[config.mk]
export PLATFORM = sky130hd
export DESIGN_NAME = multi_xfer_seq
export DESIGN_NICKNAME = d
export VERILOG_FILES = /design/src/rtl/mxs_pkg.sv /design/src/rtl/mxs_decode.sv /design/src/rtl/mxs_pick.sv /design/src/rtl/mxs_span.sv /design/src/rtl/multi_xfer_seq.sv
export SDC_FILE = /design/constraint.sdc
export NUM_CORES = 1
export LEC_CHECK = 0
export ABC_AREA = 1
export BUFFER_PORTS_ARGS = -buffer_cell sky130_fd_sc_hd__buf_2
export CORE_UTILIZATION = 45
export CTS_BUF_LIST = sky130_fd_sc_hd__clkbuf_2
export DETAILED_ROUTE_END_ITERATION = 8
export PLACE_DENSITY = 0.75
export SETUP_SLACK_MARGIN = 0.5
export SYNTH_ARGS = -nofsm -noshare
export SYNTH_HDL_FRONTEND = slang
export SYNTH_SLANG_ARGS = --single-unit
[constraint.sdc]
create_clock -name clk -period 1.5 [get_ports clk]
set_input_delay 0.075 -clock clk [delete_from_list [all_inputs] [get_ports clk]]
set_output_delay 0.075 -clock clk [all_outputs]
set_load 0.005 [all_outputs]
[src/rtl/mxs_pkg.sv]
package mxs_pkg;

  typedef enum logic [1:0] {
    ST_IDLE = 2'd0,
    ST_MOVE = 2'd1,
    ST_END  = 2'd2
  } seq_state_e;

  typedef struct packed {
    logic       valid;     // recognised stack or block form
    logic       load;      // words flow memory -> registers
    logic       predec;    // lower the anchor before transferring
    logic       keep_base; // base listed: no writeback
    logic [8:0] slots;     // bit 8 = link/pc extra slot
    logic [3:0] base;      // anchor register index
    logic [3:0] count;     // words to move
  } xfer_dec_t;

endpackage

[src/rtl/mxs_decode.sv]
module mxs_decode
  import mxs_pkg::*;
(
  input  logic [15:0] instr,
  output xfer_dec_t   dec
);

  logic is_stack;
  logic is_block;
  logic [8:0] slots;
  logic [3:0] ones;

  assign is_stack = (instr[15:12] == 4'hB) && (instr[10:9] == 2'b10);
  assign is_block = (instr[15:12] == 4'hC);
  assign slots    = is_stack ? instr[8:0] : {1'b0, instr[7:0]};

  always_comb begin
    ones = 4'd0;
    for (int i = 0; i < 9; i++) begin
      ones = ones + {3'd0, slots[i]};
    end
  end

  always_comb begin
    dec.valid     = is_stack | is_block;
    dec.load      = instr[11];
    dec.predec    = is_stack & ~instr[11];
    dec.keep_base = is_block & instr[instr[10:8]];
    dec.slots     = slots;
    dec.base      = is_stack ? 4'd13 : {1'b0, instr[10:8]};
    dec.count     = ones;
  end

endmodule

[src/rtl/mxs_pick.sv]
module mxs_pick #(
  parameter int SLOTS = 9,
  localparam int IW = $clog2(SLOTS + 1)
) (
  input  logic [SLOTS-1:0] pending,
  output logic [SLOTS-1:0] first_oh,
  output logic [IW-1:0]    first_idx
);

  genvar g;
  generate
    for (g = 0; g < SLOTS; g++) begin : g_oh
      if (g == 0) begin : g_lsb
        assign first_oh[g] = pending[g];
      end else begin : g_up
        assign first_oh[g] = pending[g] & ~(|pending[g-1:0]);
      end
    end
  endgenerate

  always_comb begin
    first_idx = '0;
    for (int i = 0; i < SLOTS; i++) begin
      if (first_oh[i]) first_idx = first_idx | IW'(i);
    end
  end

endmodule

[src/rtl/mxs_span.sv]
module mxs_span #(
  parameter int DW = 32
) (
  input  logic [DW-1:0] anchor,
  input  logic [3:0]    count,
  input  logic          predec,
  output logic [DW-1:0] first_addr,
  output logic [DW-1:0] new_anchor
);

  logic [DW-1:0] bytes;
  logic [DW-1:0] lowered;
  logic [DW-1:0] raised;

  assign bytes   = {{(DW-6){1'b0}}, count, 2'b00};
  assign lowered = anchor - bytes;
  assign raised  = anchor + bytes;

  assign first_addr = predec ? {lowered[DW-1:2], 2'b00} : {anchor[DW-1:2], 2'b00};
  assign new_anchor = predec ? lowered : raised;

endmodule

[src/rtl/multi_xfer_seq.sv]
module multi_xfer_seq
  import mxs_pkg::*;
#(
  parameter int DW = 32
) (
  input  logic          clk,
  input  logic          rst_n,
  input  logic          start,
  input  logic [15:0]   instr,
  input  logic [DW-1:0] anchor,
  output logic [3:0]    rf_raddr,
  input  logic [DW-1:0] rf_rdata,
  output logic          mem_req,
  output logic          mem_we,
  output logic [DW-1:0] mem_addr,
  output logic [DW-1:0] mem_wdata,
  input  logic          mem_ready,
  input  logic [DW-1:0] mem_rdata,
  output logic          rf_we,
  output logic [3:0]    rf_waddr,
  output logic [DW-1:0] rf_wdata,
  output logic          pc_load,
  output logic [DW-1:0] pc_data,
  output logic          wb_en,
  output logic [3:0]    wb_addr,
  output logic [DW-1:0] wb_data,
  output logic          busy,
  output logic          done
);

  localparam int SLOTS = 9;
  localparam int XSLOT = SLOTS - 1;
  localparam int STEP  = DW / 8;

  xfer_dec_t     dec;
  logic [DW-1:0] span_first;
  logic [DW-1:0] span_new;
  logic [SLOTS-1:0] pick_oh;
  logic [3:0]    pick_idx;

  seq_state_e    state_q, state_d;
  logic [SLOTS-1:0] pend_q, pend_d;
  logic [DW-1:0] addr_q, addr_d;
  logic          load_q, load_d;
  logic [DW-1:0] wbv_q, wbv_d;
  logic [3:0]    wbi_q, wbi_d;
  logic          wbok_q, wbok_d;
  logic          take;
  logic          accept;
  logic          extra_slot;

  mxs_decode u_dec (
    .instr (instr),
    .dec   (dec)
  );

  mxs_span #(.DW(DW)) u_span (
    .anchor     (anchor),
    .count      (dec.count),
    .predec     (dec.predec),
    .first_addr (span_first),
    .new_anchor (span_new)
  );

  mxs_pick #(.SLOTS(SLOTS)) u_pick (
    .pending   (pend_q),
    .first_oh  (pick_oh),
    .first_idx (pick_idx)
  );

  assign take       = (state_q == ST_IDLE) && start;
  assign accept     = (state_q == ST_MOVE) && mem_ready;
  assign extra_slot = (pick_idx == 4'(XSLOT));

  // next-state process
  always_comb begin
    state_d = state_q;
    pend_d  = pend_q;
    addr_d  = addr_q;
    load_d  = load_q;
    wbv_d   = wbv_q;
    wbi_d   = wbi_q;
    wbok_d  = wbok_q;
    unique case (state_q)
      ST_IDLE: begin
        if (take) begin
          wbok_d = 1'b0;
          if (dec.valid && (dec.count != 4'd0)) begin
            state_d = ST_MOVE;
            pend_d  = dec.slots;
            addr_d  = span_first;
            load_d  = dec.load;
            wbv_d   = span_new;
            wbi_d   = dec.base;
            wbok_d  = ~dec.keep_base;
          end else begin
            state_d = ST_END;
          end
        end
      end
      ST_MOVE: begin
        if (mem_ready) begin
          pend_d = pend_q & ~pick_oh;
          addr_d = addr_q + DW'(STEP);
          if ((pend_q & ~pick_oh) == '0) state_d = ST_END;
        end
      end
      ST_END: begin
        state_d = ST_IDLE;
      end
      default: state_d = ST_IDLE;
    endcase
  end

  // register process with explicit enables
  always_ff @(posedge clk or negedge rst_n) begin
    if (!rst_n) begin
      state_q <= ST_IDLE;
      pend_q  <= '0;
      addr_q  <= '0;
      load_q  <= 1'b0;
      wbv_q   <= '0;
      wbi_q   <= '0;
      wbok_q  <= 1'b0;
    end else begin
      state_q <= state_d;
      if (take || accept) begin
        pend_q <= pend_d;
        addr_q <= addr_d;
      end
      if (take) begin
        load_q <= load_d;
        wbv_q  <= wbv_d;
        wbi_q  <= wbi_d;
        wbok_q <= wbok_d;
      end
    end
  end

  assign busy      = (state_q == ST_MOVE);
  assign done      = (state_q == ST_END);

  assign mem_req   = busy;
  assign mem_we    = busy & ~load_q;
  assign mem_addr  = addr_q;
  assign rf_raddr  = extra_slot ? 4'd14 : pick_idx;
  assign mem_wdata = rf_rdata;

  assign rf_we     = accept & load_q & ~extra_slot;
  assign rf_waddr  = pick_idx;
  assign rf_wdata  = mem_rdata;
  assign pc_load   = accept & load_q & extra_slot;
  assign pc_data   = mem_rdata & ~DW'(1);

  assign wb_en     = done & wbok_q;
  assign wb_addr   = wbi_q;
  assign wb_data   = wbv_q;

endmodule

=== Yosys cells after proc, flatten, opt, wreduce, memory -nomap -nowiden ===
Index checks and enable logic that the tools add are counted.
Widths: inputs -> output; s select.

* Reduce and logical (&&, ||, !) cells: 20
* Muxes and demuxes: 29
* Bitwise operators: 30
* Magnitude comparators: 1
* Equal/unequal tests: 10
* Add/sub/neg operators: 11

{| class="wikitable"
|+ Operators by type and width
! kind !! count
|-
| $mux 32 || 5
|-
| $pmux 32 s2 || 1
|-
| $mux 9 || 4
|-
| $add 32x3->32 const B || 1
|-
| $add 32x6->32 || 1
|-
| $sub 32x6->32 || 1
|-
| $add 4x1->4 || 7
|-
| $pmux 9 s2 || 1
|-
| $and 1x1->1 || 15
|-
| $eq 4x4->1 const B || 3
|-
| $mux 2 || 6
|-
| $mux 3 || 4
|-
| $mux 4 || 3
|-
| $not 1->1 || 12
|-
| $and 9x9->9 || 1
|-
| $logic_not 9->1 || 1
|-
| $not 9->9 || 1
|-
| $reduce_or 8->1 || 1
|-
| $reduce_or 7->1 || 1
|-
| $reduce_and 3->1 || 2
|-
| $reduce_or 6->1 || 1
|-
| $lt 3x5->1 const B || 1
|-
| $reduce_and 5->1 || 1
|-
| $reduce_or 5->1 || 1
|-
| 18 further kinds || 26
|}

* Register bits after elaboration: 81
* Output and inout bits: 179
* Bits of input ports: 116
* Logic and storage cells: 108

=== Depth between registers and ports, before layout ===
* Depth after elaboration: 16
* Mapped depth: 25
* Gate-level depth less buffers: 25

=== Cells and area by module ===
Synthesis repeated with hierarchy kept, for this count alone.

* Cells, all modules: 1,430
* Area, all modules: 8,486.9 µm²

{| class="wikitable"
|+ By module, submodules not included
! module !! seq. area each (µm²) !! area an instance (µm²) !! cells an instance !! instances
|-
| multi_xfer_seq || 2,026.9 || 5,192.5 || 748 || 1
|-
| mxs_span || 0.0 || 2,680.1 || 578 || 1
|-
| mxs_decode || 0.0 || 424.2 || 69 || 1
|-
| mxs_pick || 0.0 || 190.2 || 35 || 1
|}

=== Worst setup path after synthesis ===
OpenSTA, ideal clock, no wires.

* Path kind: input port to flip-flop
* From: input port instr[0]
* To: register addr_q[21] (netlist: mem_addr[21])
* Slack: -2,464 ps
* Stages on the path: 23
* Arrival time: 3,847 ps
* Path buffers: 0
* Data required time: 1,383 ps
* Setup time: 117 ps
* Cell sequence: ha_1 inv_1 fa_1 fa_1 inv_1 fa_1 ha_1 fa_1 xnor2_1 ha_1 inv_2 a21oi_1 nand2_1 nand2_1 nand2_2 nor2_2 nand2_1 nand3_1 nand2_1 nand2_1 nand2_1 nand2_1 nand2_1

* Cells in the longest elaborated chain, start to end: 14
* Elaborated cells between the ends (all ways): 18
* Classes of those cells: 9 x add/sub; 1 x eq/ne; 5 x mux; 3 x reduce/logical

{| class="wikitable"
|+ Ends and longest elaborated chain
! item !! line !! text
|-
| from (decl) || multi_xfer_seq.sv:9 || <nowiki>input logic [15:0] instr,</nowiki>
|-
| $mux 9 (*) || mxs_decode.sv:15 || <nowiki>assign slots = is_stack ? instr[8:0] : {1'b0, instr[7:0]};</nowiki>
|-
| $add 1x1->2 (*) || mxs_decode.sv:20 || <nowiki>ones = ones + {3'd0, slots[i]};</nowiki>
|-
| $add 4x1->4 (*) (7 in series) || mxs_decode.sv:20 ||
|-
| $sub 32x6->32 || mxs_span.sv:16 || <nowiki>assign lowered = anchor - bytes;</nowiki>
|-
| $mux 32 || mxs_span.sv:19 || <nowiki>assign first_addr = predec ? {lowered[DW-1:2], 2'b00} : {anchor[DW-1:2], 2'b00};</nowiki>
|-
| $mux 32 || multi_xfer_seq.sv:88 || <nowiki>if (dec.valid && (dec.count != 4'd0)) begin</nowiki>
|-
| $mux 32 || multi_xfer_seq.sv:86 || <nowiki>if (take) begin</nowiki>
|-
| $pmux 32 s2 || multi_xfer_seq.sv:84 || <nowiki>unique case (state_q)</nowiki>
|-
| to (signal assigned) || multi_xfer_seq.sv:129 || <nowiki>addr_q <= addr_d;</nowiki>
|-
| to (decl) || multi_xfer_seq.sv:43 || <nowiki>logic [DW-1:0] addr_q, addr_d;</nowiki>
|}

Mark *: on every way between the ends. The rest lies on a longest branch, timed or not. The select of a mux whose other input is x is not followed.
A chain may end at the register's enable or synchronous reset.

=== Final worst setup path ===
* From: input port instr[1]
* To: register addr_q[6] (netlist: mem_addr[6])

The elaborated chain is that of the path after synthesis.

==> run metrics <==
hold buffers post-CTS=46; Slew HR=65.41%; max-slew violations=0; register share of total power=24.1%; status=complete, but fails checks; Mapped Avg Cell Area=6.336 um2; TritonCTS Buffers=9; Hold WC Path Type=input pin to asynchronous set/reset pin; commonest non-fill, non-tap cells in the layout=301 x nand2_1, 215 x buf_4, 103 x buf_2; Reg2Reg Depth=16; Logic pwr share=68.0%; Leak=6.094 nW; dominant synthesized flop cell=dfrtp_1; grt ovf=0; asr flop ratio synth=100.0%; Area Growth Syn to Fin=60.70%; Final Util=74.79%; failing checks=negative hold slack, negative setup slack; layout cells sized above 1=44.71%; DRC viols=0; Ports=295; leading cell type in the layout, fill and taps excluded=nand2_1; Syn Inst Count=1231; largest net degree at the start of global routing=33; area of the multi-input gates=5628 um2; Initial Util=46.54%; # nets final=1712; Via Count=10495; CTS root buf=clkbuf_2; Setup TNS=-168.73 ns; sw frac=43.87%; Reg area=1981 um2; fin worst setup slack=-2.377 ns; RSZ-0062 raised after global routing=yes; drt total wl=35080 um; GRT Util Overall=34.45%; switching power=7.151 mW; Final Total Pwr=16.30 mW; chip width=133.7 um; min Tclk post-route=3.877 ns; CP max FO=5; Clk Latency, worst-skew pair=0.70 ns; data arrival time of the worst path=4.44 ns; PD cells=1301 nW/um2; register bit total from synthesis=79; Worst Path Required=2.07 ns; Placer Congestion=0.9746; Setup crit end kind=register; DP Area=9641 um2; Post-synth EDFFs=0; final worst-path cycle share=258.4%; die area=17860 um2; MaxCap Viol Count=0; drt wl/cell=19.48 um; Worst R2R Setup Slack=-0.76 ns; Peak VDD IR=1.126 mV; clock buffer depth=2; IO buf count=132; fin area=12530 um2; CP max-delay cell=fa_2; final setup fails=96; Filler Cells Inserted=1118; Routed Antenna Nets=0; Core Region=16760 um2; worst-margin pin slew=0.5170 ns; post-synth cell types=46; vias per cell=5.827; post-synthesis sequential area ratio=25.34%; 1st-iter DRT viols=1214; Worst setup SP type=input pin; Synth Cell Area=7800 um2; first-pass GRT wire length=48170 um; row cnt=47; initial antenna violation count=1; Internal Power=9.151 mW; Top cell by count, worst path=fa_2; Yosys warnings=0; crit path cell chain=buf_8 -> ha_4 -> inv_2 -> fa_1 -> fa_2 -> inv_2 -> fa_2 -> ha_4 -> fa_2 -> fa_2 -> inv_2 -> nand3_4 -> nand2_4 -> buf_4 -> nor2_1 -> o21ai_1 -> o21ai_1 -> a21oi_2 -> o21ai_2; Clk network pwr share=7.9%; vias in the first global route=9792; Worst path max stage delay=0.55 ns; CTS tree=done; highest clock rate=258.0 MHz; first-pass iteration count of the detailed router=6; Fin Clk Skew=0.07687 ns; Fin. Hold Viols=33; worst hold slack=-0.1201 ns; H-Tree Level Count=3; Die Y=133.7 um; Worst-path clk slew=0.23 ns; Crit Path Category=input pin to register; DP HPWL=20420 um; # clock sinks=79
-- kinds of logic after synthesis --
kind of cell             Yosys count  share of synthesized area (%)
other                              1                        0.04808
AND/OR/NAND/NOR                  671                          37.17
flip-flops                        79                          25.34
adder cells (fa/ha/maj)           22                          4.203
XOR/XNOR                          26                          2.919
AO/OA/AOI/OAI                    165                          11.97
buffers and inverters            267                          18.35
-- registers in the layout, summed over array words and instances, names as in the netlist --
name      flops
pend_q        9
wbok_q        1
mem_addr     30
state_q       2
wb_addr       4
load_q        1
wb_data      32
-- routing by layer --
layer | up-vias | routed length [um] | GRT usage (%)
met5 | - | 0 | 0
met4 | 0 | 2929 | 20.14
met3 | 260 | 3428 | 6.963
met2 | 803 | 16200 | 58.45
met1 | 4875 | 12510 | 40.25
li1 | 4557 | - | -
-- critical path: cells and delay by family --
kind / cells / cell delay (ns)
compound gates: 4 / 0.77
fa+ha+maj: 7 / 2.92
buf+inv: 5 / 0.40
simple gates: 3 / 0.27
-- worst paths after layout --
kind                             start           to
setup / recovery              instr[1]  mem_addr[6]
hold / removal                   rst_n   wb_data[1]
min in group clk             instr[14]   wb_addr[3]
max in group asynchronous        rst_n  wb_data[12]
hold reg to reg            wb_data[13]  wb_data[13]
setup reg to reg             pend_q[1]   state_q[0]
-- cells in the mapped netlist (3+ instances only) --
library cell	n	area, um2
a21oi_1	44	220.2
buf_1	4	15.01
buf_2	26	130.1
buf_4	105	788.3
clkbuf_1	7	26.28
dfrtp_1	79	1977
fa_1	7	140.1
ha_1	15	187.7
inv_1	116	435.4
inv_2	8	30.03
nand2_1	364	1366
nand2_2	3	18.77
nand3_1	103	515.5
nand3_2	3	30.03
nand3b_1	4	30.03
nand4_1	21	131.4
nor2_1	121	454.2
nor2_2	8	50.05
nor3_1	26	130.1
nor3_2	4	40.04
o211ai_1	12	90.09
o21a_1	11	82.58
o21ai_0	50	250.2
o21ai_1	31	155.2
o22ai_1	3	18.77
or2_2	3	18.77
xnor2_1	4	35.03
xor2_1	22	192.7
-- power groups by stage --
| stage | Sequential (mW) | Clock, mW | Combinational, mW |
|---|---|---|---|
| 2_1_floorplan | 4.00 | 0 | 3.56 |
| 3_3_place_gp | 3.83 | 0 | 6.91 |
| 3_5_place_dp | 3.87 | 0 | 7.06 |
| 4_1_cts | 3.86 | 1.28 | 8.89 |
| 5_1_grt | 4.02 | 1.35 | 11.7 |
| 6_report | 3.92 | 1.29 | 11.1 |
-- metrics by stage --
stage | cells | worst slack [ns] | hold WS [ns]
global route | 1800 | -2.381 | -0.1026
finish | 1801 | -2.377 | -0.1201
floorplan | 1233 | -2.356 | -0.2206
CTS | 1760 | -2.020 | -0.1304
global placement | 1651 | -2.754 | 0.04199
detailed placement | 1651 | -2.797 | 0.05154
-- layout make-up --
class / count / area share [%]
repair buffers: 472 / 32.13
clock buffers: 10 / 0.3993
flip-flops and latches: 79 / 15.80
clock inverters: 6 / 0.4891
inverters: 125 / 4.043
multi-input cells: 887 / 44.90
well taps: 220 / 2.196
diodes: 2 / 0.03993
-- repair_timing --
| action | CTS | global route |
|---|---|---|
| gates resized for setup | 209 | 166 |
| endpoints found under the hold margin | 140 | 33 |
| pin swaps | 62 | 90 |
| gates cloned | 2 | 4 |
| endpoints found under the setup margin | 160 | 160 |
| buffers inserted | 45 | 35 |
(Power assumes the default switching activity.)
